===== config.mk =====
export PLATFORM = sky130hd
export DESIGN_NAME = io_xbar
export DESIGN_NICKNAME = d
export VERILOG_FILES = /design/src/rtl/io_xbar_pkg.sv /design/src/rtl/xbar_alloc.sv /design/src/rtl/xbar_pin_mux.sv /design/src/rtl/xbar_in_route.sv /design/src/rtl/io_xbar.sv
export SDC_FILE = /design/constraint.sdc
export NUM_CORES = 1
export LEC_CHECK = 0
export BUFFER_PORTS_ARGS = -buffer_cell sky130_fd_sc_hd__buf_2
export CAP_MARGIN = 25
export CORE_MARGIN = 4
export CORE_UTILIZATION = 56
export CTS_BUF_LIST = sky130_fd_sc_hd__clkbuf_4 sky130_fd_sc_hd__clkbuf_8
export DETAILED_ROUTE_END_ITERATION = 12
export PLACE_DENSITY = 0.8
export SYNTH_ARGS = -nofsm -noshare
export SYNTH_HDL_FRONTEND = slang
export SYNTH_SLANG_ARGS = --single-unit

===== constraint.sdc =====
create_clock -name clk_i -period 4.8 [get_ports clk_i]
set_clock_uncertainty 0.2 [all_clocks]
set_input_delay 0.96 -clock clk_i [delete_from_list [all_inputs] [get_ports clk_i]]
set_output_delay 0.96 -clock clk_i [all_outputs]
set_load 0.1 [all_outputs]

===== src/rtl/io_xbar_pkg.sv =====
package io_xbar_pkg;
  localparam int NSIG = 13;
  localparam int NAUX = 9;
  localparam int CW   = 4;
  localparam int AUX_BASE = 5;

  typedef logic [CW-1:0] code_t;

  localparam code_t C_GPIO = 4'd0;
  localparam code_t C_TX   = 4'd1;
  localparam code_t C_RX   = 4'd2;
  localparam code_t C_SDA  = 4'd3;
  localparam code_t C_SCL  = 4'd4;
  localparam code_t C_ECI  = 4'd11;
  localparam code_t C_T0   = 4'd12;
  localparam code_t C_T1   = 4'd13;

  function automatic logic is_input_only(code_t c);
    return (c == C_RX) || (c == C_ECI) || (c == C_T0) || (c == C_T1);
  endfunction
endpackage


===== src/rtl/xbar_alloc.sv =====
module xbar_alloc
  import io_xbar_pkg::*;
#(
  parameter int NPIN   = 8,
  parameter int TX_PIN = 4,
  parameter int RX_PIN = 5
) (
  input  logic                     en_i,
  input  logic                     uart_en_i,
  input  logic                     smb_en_i,
  input  logic [NAUX-1:0]          aux_en_i,
  input  logic [NPIN-1:0]          skip_i,
  output logic [NPIN-1:0][CW-1:0]  sel_o,
  output logic [NSIG-1:0]          unplaced_o
);
  always_comb begin
    logic [NPIN-1:0] free;
    int              n;
    logic            found;
    sel_o      = '0;
    unplaced_o = '0;
    free       = ~skip_i;
    n          = 0;
    found      = 1'b0;
    if (en_i) begin
      // fixed UART pins reserved first
      if (uart_en_i) begin
        sel_o[TX_PIN] = C_TX;
        sel_o[RX_PIN] = C_RX;
        free[TX_PIN]  = 1'b0;
        free[RX_PIN]  = 1'b0;
      end
      if (smb_en_i) begin
        if ($countones(free) >= 2) begin
          n = 0;
          for (int p = 0; p < NPIN; p++) begin
            if (free[p] && n < 2) begin
              sel_o[p] = (n == 0) ? C_SDA : C_SCL;
              free[p]  = 1'b0;
              n        = n + 1;
            end
          end
        end else begin
          unplaced_o[C_SDA-1] = 1'b1;
          unplaced_o[C_SCL-1] = 1'b1;
        end
      end
      for (int k = 0; k < NAUX; k++) begin
        if (aux_en_i[k]) begin
          found = 1'b0;
          for (int p = 0; p < NPIN; p++) begin
            if (!found && free[p]) begin
              sel_o[p] = code_t'(k + AUX_BASE);
              free[p]  = 1'b0;
              found    = 1'b1;
            end
          end
          if (!found) unplaced_o[k + AUX_BASE - 1] = 1'b1;
        end
      end
    end
  end
endmodule


===== src/rtl/xbar_pin_mux.sv =====
module xbar_pin_mux
  import io_xbar_pkg::*;
#(
  parameter int NPIN = 8
) (
  input  logic [NPIN-1:0][CW-1:0] sel_i,
  input  logic [NSIG-1:0]         periph_do_i,
  input  logic [NSIG-1:0]         periph_oe_i,
  input  logic [NPIN-1:0]         gpio_do_i,
  input  logic [NPIN-1:0]         gpio_oe_i,
  output logic [NPIN-1:0]         pin_do_o,
  output logic [NPIN-1:0]         pin_oe_o,
  output logic [NPIN-1:0]         pin_gpio_o
);
  for (genvar p = 0; p < NPIN; p++) begin : g_pin
    always_comb begin
      int idx;
      idx           = int'(sel_i[p]) - 1;
      pin_do_o[p]   = gpio_do_i[p];
      pin_oe_o[p]   = gpio_oe_i[p];
      pin_gpio_o[p] = 1'b1;
      if (idx >= 0 && idx < NSIG) begin
        pin_gpio_o[p] = 1'b0;
        pin_do_o[p]   = periph_do_i[idx];
        pin_oe_o[p]   = is_input_only(sel_i[p]) ? 1'b0 : periph_oe_i[idx];
      end
    end
  end
endmodule


===== src/rtl/xbar_in_route.sv =====
module xbar_in_route
  import io_xbar_pkg::*;
#(
  parameter int NPIN = 8
) (
  input  logic [NPIN-1:0][CW-1:0] sel_i,
  input  logic [NPIN-1:0]         pin_di_i,
  output logic [NSIG-1:0]         periph_di_o
);
  for (genvar s = 0; s < NSIG; s++) begin : g_sig
    always_comb begin
      periph_di_o[s] = 1'b1;  // idle level when unrouted
      for (int p = 0; p < NPIN; p++) begin
        if (sel_i[p] == code_t'(s + 1)) periph_di_o[s] = pin_di_i[p];
      end
    end
  end
endmodule


===== src/rtl/io_xbar.sv =====
module io_xbar
  import io_xbar_pkg::*;
#(
  parameter int NPIN    = 8,
  parameter int TX_PIN  = 4,
  parameter int RX_PIN  = 5,
  parameter bit REG_CFG = 1'b1
) (
  input  logic               clk_i,
  input  logic               rst_ni,
  input  logic               xbar_en_i,
  input  logic               uart_en_i,
  input  logic               smb_en_i,
  input  logic [NAUX-1:0]    aux_en_i,
  input  logic [NPIN-1:0]    skip_i,
  input  logic [NSIG-1:0]    periph_do_i,
  input  logic [NSIG-1:0]    periph_oe_i,
  input  logic [NPIN-1:0]    gpio_do_i,
  input  logic [NPIN-1:0]    gpio_oe_i,
  input  logic [NPIN-1:0]    pin_di_i,
  output logic [NPIN-1:0]    pin_do_o,
  output logic [NPIN-1:0]    pin_oe_o,
  output logic [NPIN*CW-1:0] pin_sel_o,
  output logic [NPIN-1:0]    pin_gpio_o,
  output logic [NSIG-1:0]    periph_di_o,
  output logic [NSIG-1:0]    unplaced_o
);
  logic [NPIN-1:0][CW-1:0] sel_d, sel_q;
  logic [NSIG-1:0]         unpl_d, unpl_q;

  xbar_alloc #(.NPIN(NPIN), .TX_PIN(TX_PIN), .RX_PIN(RX_PIN)) u_alloc (
    .en_i       (xbar_en_i),
    .uart_en_i  (uart_en_i),
    .smb_en_i   (smb_en_i),
    .aux_en_i   (aux_en_i),
    .skip_i     (skip_i),
    .sel_o      (sel_d),
    .unplaced_o (unpl_d)
  );

  if (REG_CFG) begin : g_reg
    always_ff @(posedge clk_i or negedge rst_ni) begin
      if (!rst_ni) begin
        sel_q  <= '0;
        unpl_q <= '0;
      end else begin
        sel_q  <= sel_d;
        unpl_q <= unpl_d;
      end
    end
  end else begin : g_comb
    assign sel_q  = sel_d;
    assign unpl_q = unpl_d;
  end

  xbar_pin_mux #(.NPIN(NPIN)) u_mux (
    .sel_i       (sel_q),
    .periph_do_i (periph_do_i),
    .periph_oe_i (periph_oe_i),
    .gpio_do_i   (gpio_do_i),
    .gpio_oe_i   (gpio_oe_i),
    .pin_do_o    (pin_do_o),
    .pin_oe_o    (pin_oe_o),
    .pin_gpio_o  (pin_gpio_o)
  );

  xbar_in_route #(.NPIN(NPIN)) u_in (
    .sel_i       (sel_q),
    .pin_di_i    (pin_di_i),
    .periph_di_o (periph_di_o)
  );

  assign pin_sel_o  = sel_q;
  assign unplaced_o = unpl_q;
endmodule


**After elaboration in Yosys (flattened, before gate mapping)**

Cells that the tools add are included.

- $add $sub $neg: 21
- Magnitude comparators: 32
- Equal/unequal tests: 104
- Muxes and demuxes: 635
- Bitwise gates (word level): 1
- Reduce and logical (&&, ||, !) cells: 172

Operators with widths:

| cell | count |
|---|---|
| $mux 32 | 41 |
| $mux 1 | 466 |
| $mux 4 | 79 |
| $ge 32x1->1 const B | 8 |
| $lt 32x5->1 const B | 8 |
| $lt 32x6->1 const B | 8 |
| $logic_not 32->1 | 7 |
| $lt 32x3->1 const B | 7 |
| $add 32x2->32 const B | 6 |
| $eq 4x4->1 const B | 48 |
| $mux 8 | 19 |
| $eq 4x3->1 const B | 32 |
| $add 32x32->32 | 3 |
| $logic_and 1x1->1 | 78 |
| $bmux 1 s4 | 16 |
| $eq 4x2->1 const B | 16 |
| $logic_not 1->1 | 63 |
| $sub 4x1->5 const B | 8 |
| $eq 4x1->1 const B | 8 |
| $ge 32x3->1 const B | 1 |
| $logic_or 1x1->1 | 24 |
| $mux 3 | 7 |
| $mux 11 | 1 |
| $mux 2 | 5 |
| 3 further kinds | 6 |

- Flip-flop bits (word level): 43
- Bits of input ports: 72
- Output and inout port bits: 82
- Word-level logic and storage cells: 974

**Logic depth before layout (Yosys ltp)**

Gate-level depths: netlist of run 1.

- Word-level depth: 397
- Gate-level depth with buffers: 26
- Depth with buffers taken out: 24

**Hierarchy**

A second synthesis of run 1 with hierarchy kept.

- Cell total of the unflattened synthesis: 1236
- Area, all modules: 9924.5 sq um

Modules (own cells, without submodules):

| module | instances | cells each | area an instance (sq um) | seq. area each (sq um) |
|---|---|---|---|---|
| xbar_alloc | 1 | 556 | 3708.6 | 0.0 |
| xbar_pin_mux | 1 | 340 | 3281.9 | 0.0 |
| xbar_in_route | 1 | 295 | 1808.0 | 0.0 |
| io_xbar | 1 | 45 | 1126.1 | 1126.1 |

**Worst setup path before layout of run 1**

No wires, ideal clock.

- Path type: in2reg
- From: input port uart_en_i
- To: register sel_q, in the netlist pin_sel_o[30]
- Library setup time: 0.074 ns
- Data arrival time: 5.974 ns
- Data required time: 4.526 ns
- Path slack: -1.448 ns
- Cell stages on the path: 22
- Buffers on the path: 2
- Cell sequence: or2_2 -> clkinv_1 -> ha_1 -> fa_1 -> ha_1 -> xor2_1 -> ha_1 -> inv_1 -> fa_1 -> nand3b_1 -> buf_4 -> a211oi_4 -> a22o_2 -> maj3_1 -> nand3_2 -> buf_4 -> o311ai_2 -> nand3_1 -> o211a_1 -> or4_4 -> o21bai_4 -> a21oi_2

RTL lines:

| what | line | text |
|---|---|---|
| from (decl) | io_xbar.sv:12 | `input logic uart_en_i,` |
| to (signal assigned) | io_xbar.sv:47 | `sel_q <= sel_d;` |
| to (decl) | io_xbar.sv:28 | `logic [NPIN-1:0][CW-1:0] sel_d, sel_q;` |

==> impl_metrics.csv, run 1 <==
group,metric,value,unit
job,cap_violations,0,
sta,rsz0062_at_grt,"yes",
die,core_area,0.0158,mm^2
setup_path,timing_worst_setup_path_type,"in -> reg",
power_and_ir_drop,powerDensity,401,mW/mm^2
layout,seq_area,0.00105,mm^2
sta,period_minus_slack,6240,ps
yosys,syn_inst,1161,
global_routing,grt_pass1_vias,10800,
drt,first_pass_iters,7,
sta,drv_slew,0,
layout,areaGrowthSynthToFinish,40.6,%
cts,cts_buffers,5,
yosys,syn-mean-instance-area,7.79,um^2
yosys,async_flop_share,100,%
setup_path,arrival,6210,ps
setup_path,max_stage_delay,550,ps
layout,mostFrequentLayoutCells,"buf_4, buf_2, nor2_1, nand2_1",
layout,instances_no_fill,1705,
drt,drc_errors,0,
die,die_x,135,um
drt,wl_per_cell,22.2,um
cts,hold_buffers,0,
yosys,ys_seq_area_share,11.6,%
yosys,ys_ff_latch,42,
layout,nets,1614,
setup_path,critPathLaunch,"skip_i[5]",
global_routing,grtUsageTotal,35.4,%
layout,multi_input_area,0.00826,mm^2
power_and_ir_drop,power.leakage,5.37,nW
setup_path,crit_buf_inv,8,
sta,whs,551,ps
global_routing,grt_overflow,0,
layout,nFillCells,957,
sta,relSlewSlack,38.9,%
drt,initialDrtViolationCount,1619,
cts,cts_tree,"built",
sta,hold_viol,0,
die,start_util,57.1,%
global_routing,antenna_found_initial,0,
cts,cts_max_level,2,
setup_path,end_kind,"register",
sta,worst_slew_pin_slew,917,ps
setup_path,critPathTopFamily,"adder cells",
drt,vias,11900,
drt,wl,37.8,mm
sta,setup_violations,36,
sta,fin_crit_sh,130,%
cts,clkSlewWorstSetupHoldPaths,90,ps
setup_path,cp.required,4770,ps
setup_path,cpMaxStageDelayCell,"fa_2",
drt,vias_per_cell,6.98,
setup_path,critPathLaunchType,"primary input",
yosys,synth_ff_type,"dfrtp_1",
outcome,violations,"setup timing",
layout,antenna-diode-count,0,
yosys,synth.distinct_cells,114,
power_and_ir_drop,ir_drop,378,uV
cts,clock-sinks,42,
placed_design,io_buffers,151,
sta,fin_ws,-1440,ps
layout,drive_above_1_share,43.3,%
global_routing,grt_first_pass_wirelength,53.0,mm
drt,ant_nets,0,
global_routing,grt_max_degree,43,
setup_path,cp_common_cell,"buf_4",
setup_path,worst-path-max-fanout,10,
placed_design,globalplace.congestion,0.995,
yosys,netlist_area,0.00904,mm^2
die,dieHeight,135,um
die,num_rows,46,
yosys,ys_warn_count,0,
placed_design,dp.cells,1645,
placed_design,dp_hpwl,24.2,mm
die,die_area,0.0182,mm^2
yosys,synth_edf_count,0,
layout,final_common_cell,"buf_4",
die,ios,154,
worst_hold_path,hold_path.class,"in -> async",
sta,fmax,0.160,GHz
cts,cts_root_buf,"clkbuf_8",
outcome,status,"finished, violations left",
cts,cts.path.max_buffers,2,
==> area by class of cell <==
type	count	share of cell area (%)
Sequential cell	42	8.26
Tap cell	216	2.12
Inverter	53	1.64
Multi-Input combinational cell	985	65.0
Clock inverter	3	0.541
Timing Repair Buffer	401	21.9
Clock buffer	5	0.541
==> cells in the mapped netlist, types with 19 or more instances <==
library cell / count / area [um^2]
nor3_1: 29 / 145
mux4_2: 50 / 1130
nand2_1: 108 / 405
nand3_1: 56 / 280
nor2_1: 133 / 499
a221oi_1: 27 / 236
a31oi_1: 42 / 263
ha_1: 51 / 638
and3_1: 19 / 119
inv_1: 48 / 180
nor2b_1: 28 / 175
o21ai_0: 55 / 275
clkbuf_1: 46 / 173
a211oi_1: 34 / 255
dfrtp_1: 42 / 1050
a21oi_1: 72 / 360
==> sequential cells by signal, indices dropped and copies added, names as in the netlist <==
name,cells
pin_sel_o,32
unplaced_o,10
==> stage by stage <==
step	power, W	setup WS [ps]	cell area (um^2)	util, %	setup TNS, ps
floorplan	0.00334	-1330	9330	-	-25970
global placement	0.00417	-1540	11400	72.2	-39170
detailed placement	0.00424	-1730	11400	72.2	-43330
CTS	0.00483	-1060	12400	78.5	-23320
global route	0.00530	-1690	12700	80.4	-38480
finish	0.00510	-1440	12700	80.4	-32290
==> logic make-up after synthesis <==
group	Yosys count	synth area share (%)
XOR/XNOR	24	2.32
multiplexers	72	15.0
AO/OA/AOI/OAI	374	31.4
flip-flops	42	11.6
buffers and inverters	135	6.65
AND/OR/NAND/NOR	450	24.2
adder cells (fa/ha/maj)	63	8.74
other	1	0.0415
==> report_power, final <==
| part | internal, W | total (W) | leakage, nW | switching, W |
|---|---|---|---|---|
| Sequential | 0.000397 | 0.000512 | 0.566 | 0.000115 |
| Combinational | 0.00142 | 0.00425 | 4.74 | 0.00283 |
| Clock | 0.000208 | 0.000341 | 0.0683 | 0.000133 |
==> repair_timing <==
item / CTS / global route
gates resized for setup: 118 / 42
pin swaps: 61 / 36
endpoints found under the setup margin: 37 / 37
buffers inserted: 39 / 13
==> path summary, 6_finish.rpt <==
path | cells after the start | slack [ps] | to
worst min-delay path | 1 | 550 | unplaced_o[3]$_DFF_PN0_
worst max-delay path | 26 | -1440 | pin_sel_o[24]$_DFF_PN0_
min in group clk_i | 3 | 800 | pin_sel_o[3]$_DFF_PN0_
max in group asynchronous | 1 | 3250 | unplaced_o[4]$_DFF_PN0_
==> metal layers <==
metal | share of wire, % | vias up | track usage [%]
met5 | 0 | - | 0
met4 | 8.4 | 0 | 19.3
met3 | 11 | 334 | 4.14
met2 | 48 | 1007 | 63.2
met1 | 33 | 5464 | 41.2
li1 | - | 5094 | -
No activity file was read; power rests on OpenSTA's default activity.
==> inputs of run 2 (changes only) <==
==> constraint.sdc (replaced) <==
create_clock -name clk_i -period 4.8 [get_ports clk_i]
set_clock_uncertainty 0.2 [all_clocks]
set_input_delay 0.24 -clock clk_i [delete_from_list [all_inputs] [get_ports clk_i]]
set_output_delay 0.24 -clock clk_i [all_outputs]
set_load 0.1 [all_outputs]
==> impl_metrics.csv, run 2 (synthesized netlist as in run 1, its figures left out) <==
group,metric,value,unit
cts,cts.path.max_buffers,2,
die,core_area,0.0158,mm^2
layout,fin_util,76.2,%
layout,instances_no_fill,1669,
drt,initialDrtViolationCount,1225,
cts,clock-sinks,42,
layout,multi_input_area,0.00794,mm^2
outcome,status,"finished, violations left",
global_routing,grt_overflow,0,
global_routing,use_met3,3.17,%
cts,cts_buffers,5,
worst_hold_path,hold_path.class,"in -> reg",
global_routing,grt_first_pass_wirelength,50.1,mm
worst_hold_path,hp-start,"aux_en_i[8]",
sta,worst_slew_pin_slew,912,ps
placed_design,dp_hpwl,23.8,mm
die,num_rows,46,
placed_design,globalplace.congestion,0.985,
drt,ant_nets,0,
setup_path,end_kind,"register",
setup_path,timing_worst_setup_path_type,"in -> reg",
die,dieHeight,135,um
power_and_ir_drop,powerDensity,395,mW/mm^2
global_routing,grtUsageTotal,33.1,%
sta,fin_crit_sh,112,%
setup_path,cp.required,4840,ps
sta,setup_violations,21,
power_and_ir_drop,clkPwrFrac,5.1,%
global_routing,use_met1,40.8,%
drt,vias,11100,
layout,nFillCells,1083,
layout,drive_above_1_share,39.5,%
layout,areaGrowthSynthToFinish,33.3,%
drt,wl,33.4,mm
power_and_ir_drop,p_total,0.00476,W
worst_hold_path,holdPathEnd,"pin_sel_o[3]$_DFF_PN0_",
die,start_util,57.1,%
sta,finalSetupTns,-8010,ps
cts,clkSlewWorstSetupHoldPaths,80,ps
global_routing,antenna_found_initial,0,
power_and_ir_drop,ir_drop,483,uV
sta,hold_viol,0,
worst_hold_path,min_path_cells,3,
drt,vias_per_cell,6.63,
global_routing,top_usage_layer,"met2",
layout,nets,1578,
power_and_ir_drop,seq_power_share,10.9,%
layout,mostFrequentLayoutCells,"buf_4, buf_2, nor2_1, nand2_1, a21oi_1",
sta,relSlewSlack,39.2,%
setup_path,critPathLaunchType,"primary input",
power_and_ir_drop,power.leakage,5.13,nW
layout,antenna-diode-count,0,
drt,wl_per_cell,20.0,um
setup_path,critPathLaunch,"skip_i[5]",
sta,period_minus_slack,5380,ps
sta,drv_slew,0,
layout,largest_register_ffs,32,
global_routing,grtUsageMet2,59.8,%
cts,cts_root_buf,"clkbuf_8",
cts,cts_tree,"built",
layout,seq_area,0.00105,mm^2
cts,cts_max_level,2,
power_and_ir_drop,p_switching,0.00292,W
outcome,violations,"setup timing",
setup_path,worst-path-max-fanout,8,
placed_design,io_buffers,151,
sta,fin_ws,-581,ps
drt,first_pass_iters,6,
drt,drc_errors,0,
global_routing,grt_pass1_vias,10100,
die,die_x,135,um
placed_design,dp.cells,1622,
job,cap_violations,0,
power_and_ir_drop,intPower,0.00184,W
power_and_ir_drop,netSwitchingFraction,61.4,%
die,die_area,0.0182,mm^2
power_and_ir_drop,pwr-share-comb,84.0,%
sta,rsz0062_at_grt,"yes",
die,ios,154,
setup_path,arrival,5420,ps
sta,fmax,0.186,GHz
layout,final_common_cell,"buf_4",
global_routing,grt_max_degree,43,
==> run 2: cell types whose count changed in the layout (fill, tap and decap cells not counted), moves of 6 or more <==
cell     before  now
o21ai_0      36   42
a21oi_2      18   11
buf_6        31   22
buf_4       219  191
a21oi_1      50   62
==> run 2: worst max-delay path by stage <==
stage                               to
2_1_floorplan  pin_sel_o[30]$_DFF_PN0_
3_3_place_gp   pin_sel_o[30]$_DFF_PN0_
3_5_place_dp   pin_sel_o[30]$_DFF_PN0_
4_1_cts        pin_sel_o[31]$_DFF_PN0_
5_1_grt        pin_sel_o[26]$_DFF_PN0_
6_report       pin_sel_o[31]$_DFF_PN0_
==> run 2: power by group through the flow <==
stage                     sequential (W)  combinational [W]  clock, W
after global placement          0.000520            0.00360         0
after detailed placement        0.000524            0.00366         0
after global routing            0.000536            0.00419  0.000260
final                           0.000520            0.00399  0.000243
after CTS                       0.000517            0.00377  0.000244
after floorplan                 0.000770            0.00254         0
==> run 2: per-layer routing <==
metal,vias to the layer above,part of all wire [%],routed length (um)
li1,5015,-,-
met1,5186,37,12200
met2,691,50,16800
met3,170,8.1,2700
met4,0,5.0,1690
met5,-,0,0
==> run 2: through the flow <==
step / cell area, um^2 / hold WS (ps) / worst slack [ps]
after CTS: 11600 / 52.5 / -429
after detailed placement: 11200 / 212 / -889
after floorplan: 9270 / -256 / -639
after global placement: 11200 / 188 / -759
final: 12100 / 73.7 / -581
after global routing: 12100 / 85.4 / -759
==> run 2: critical path, cell delays in order <==
cell      delay [ps]
buf_6             90
or2_4            260
clkinv_4          60
ha_4             140
fa_2             450
ha_4             310
xor2_2           160
ha_2             190
inv_2             30
fa_2             540
nand3b_1         160
a211oi_4         340
a22oi_2          190
buf_4            190
o31ai_4          290
nand3_4          200
buf_6            180
maj3_2           360
o21ai_2          190
nor2_2            70
or4_4            430
o21bai_4         200
a21oi_2          130
==> run 2: cell type report <==
type                    count  share of cell area [%]
flip-flops and latches     42                    8.72
inverters                  53                    1.73
well taps                 216                    2.24
repair buffers            365                    20.7
clock buffers               6                   0.685
clock inverters             2                   0.104
multi-input cells         985                    65.8
==> run 2: what timing repair did <==
item                                    in CTS  in global routing
gates resized for setup                     46                 55
cloned                                       0                  0
hold buffers                                 1                  0
setup buffers                               14                 28
pin swaps                                   43                 46
endpoints found under the setup margin      25                 27
endpoints found under the hold margin       42                  0
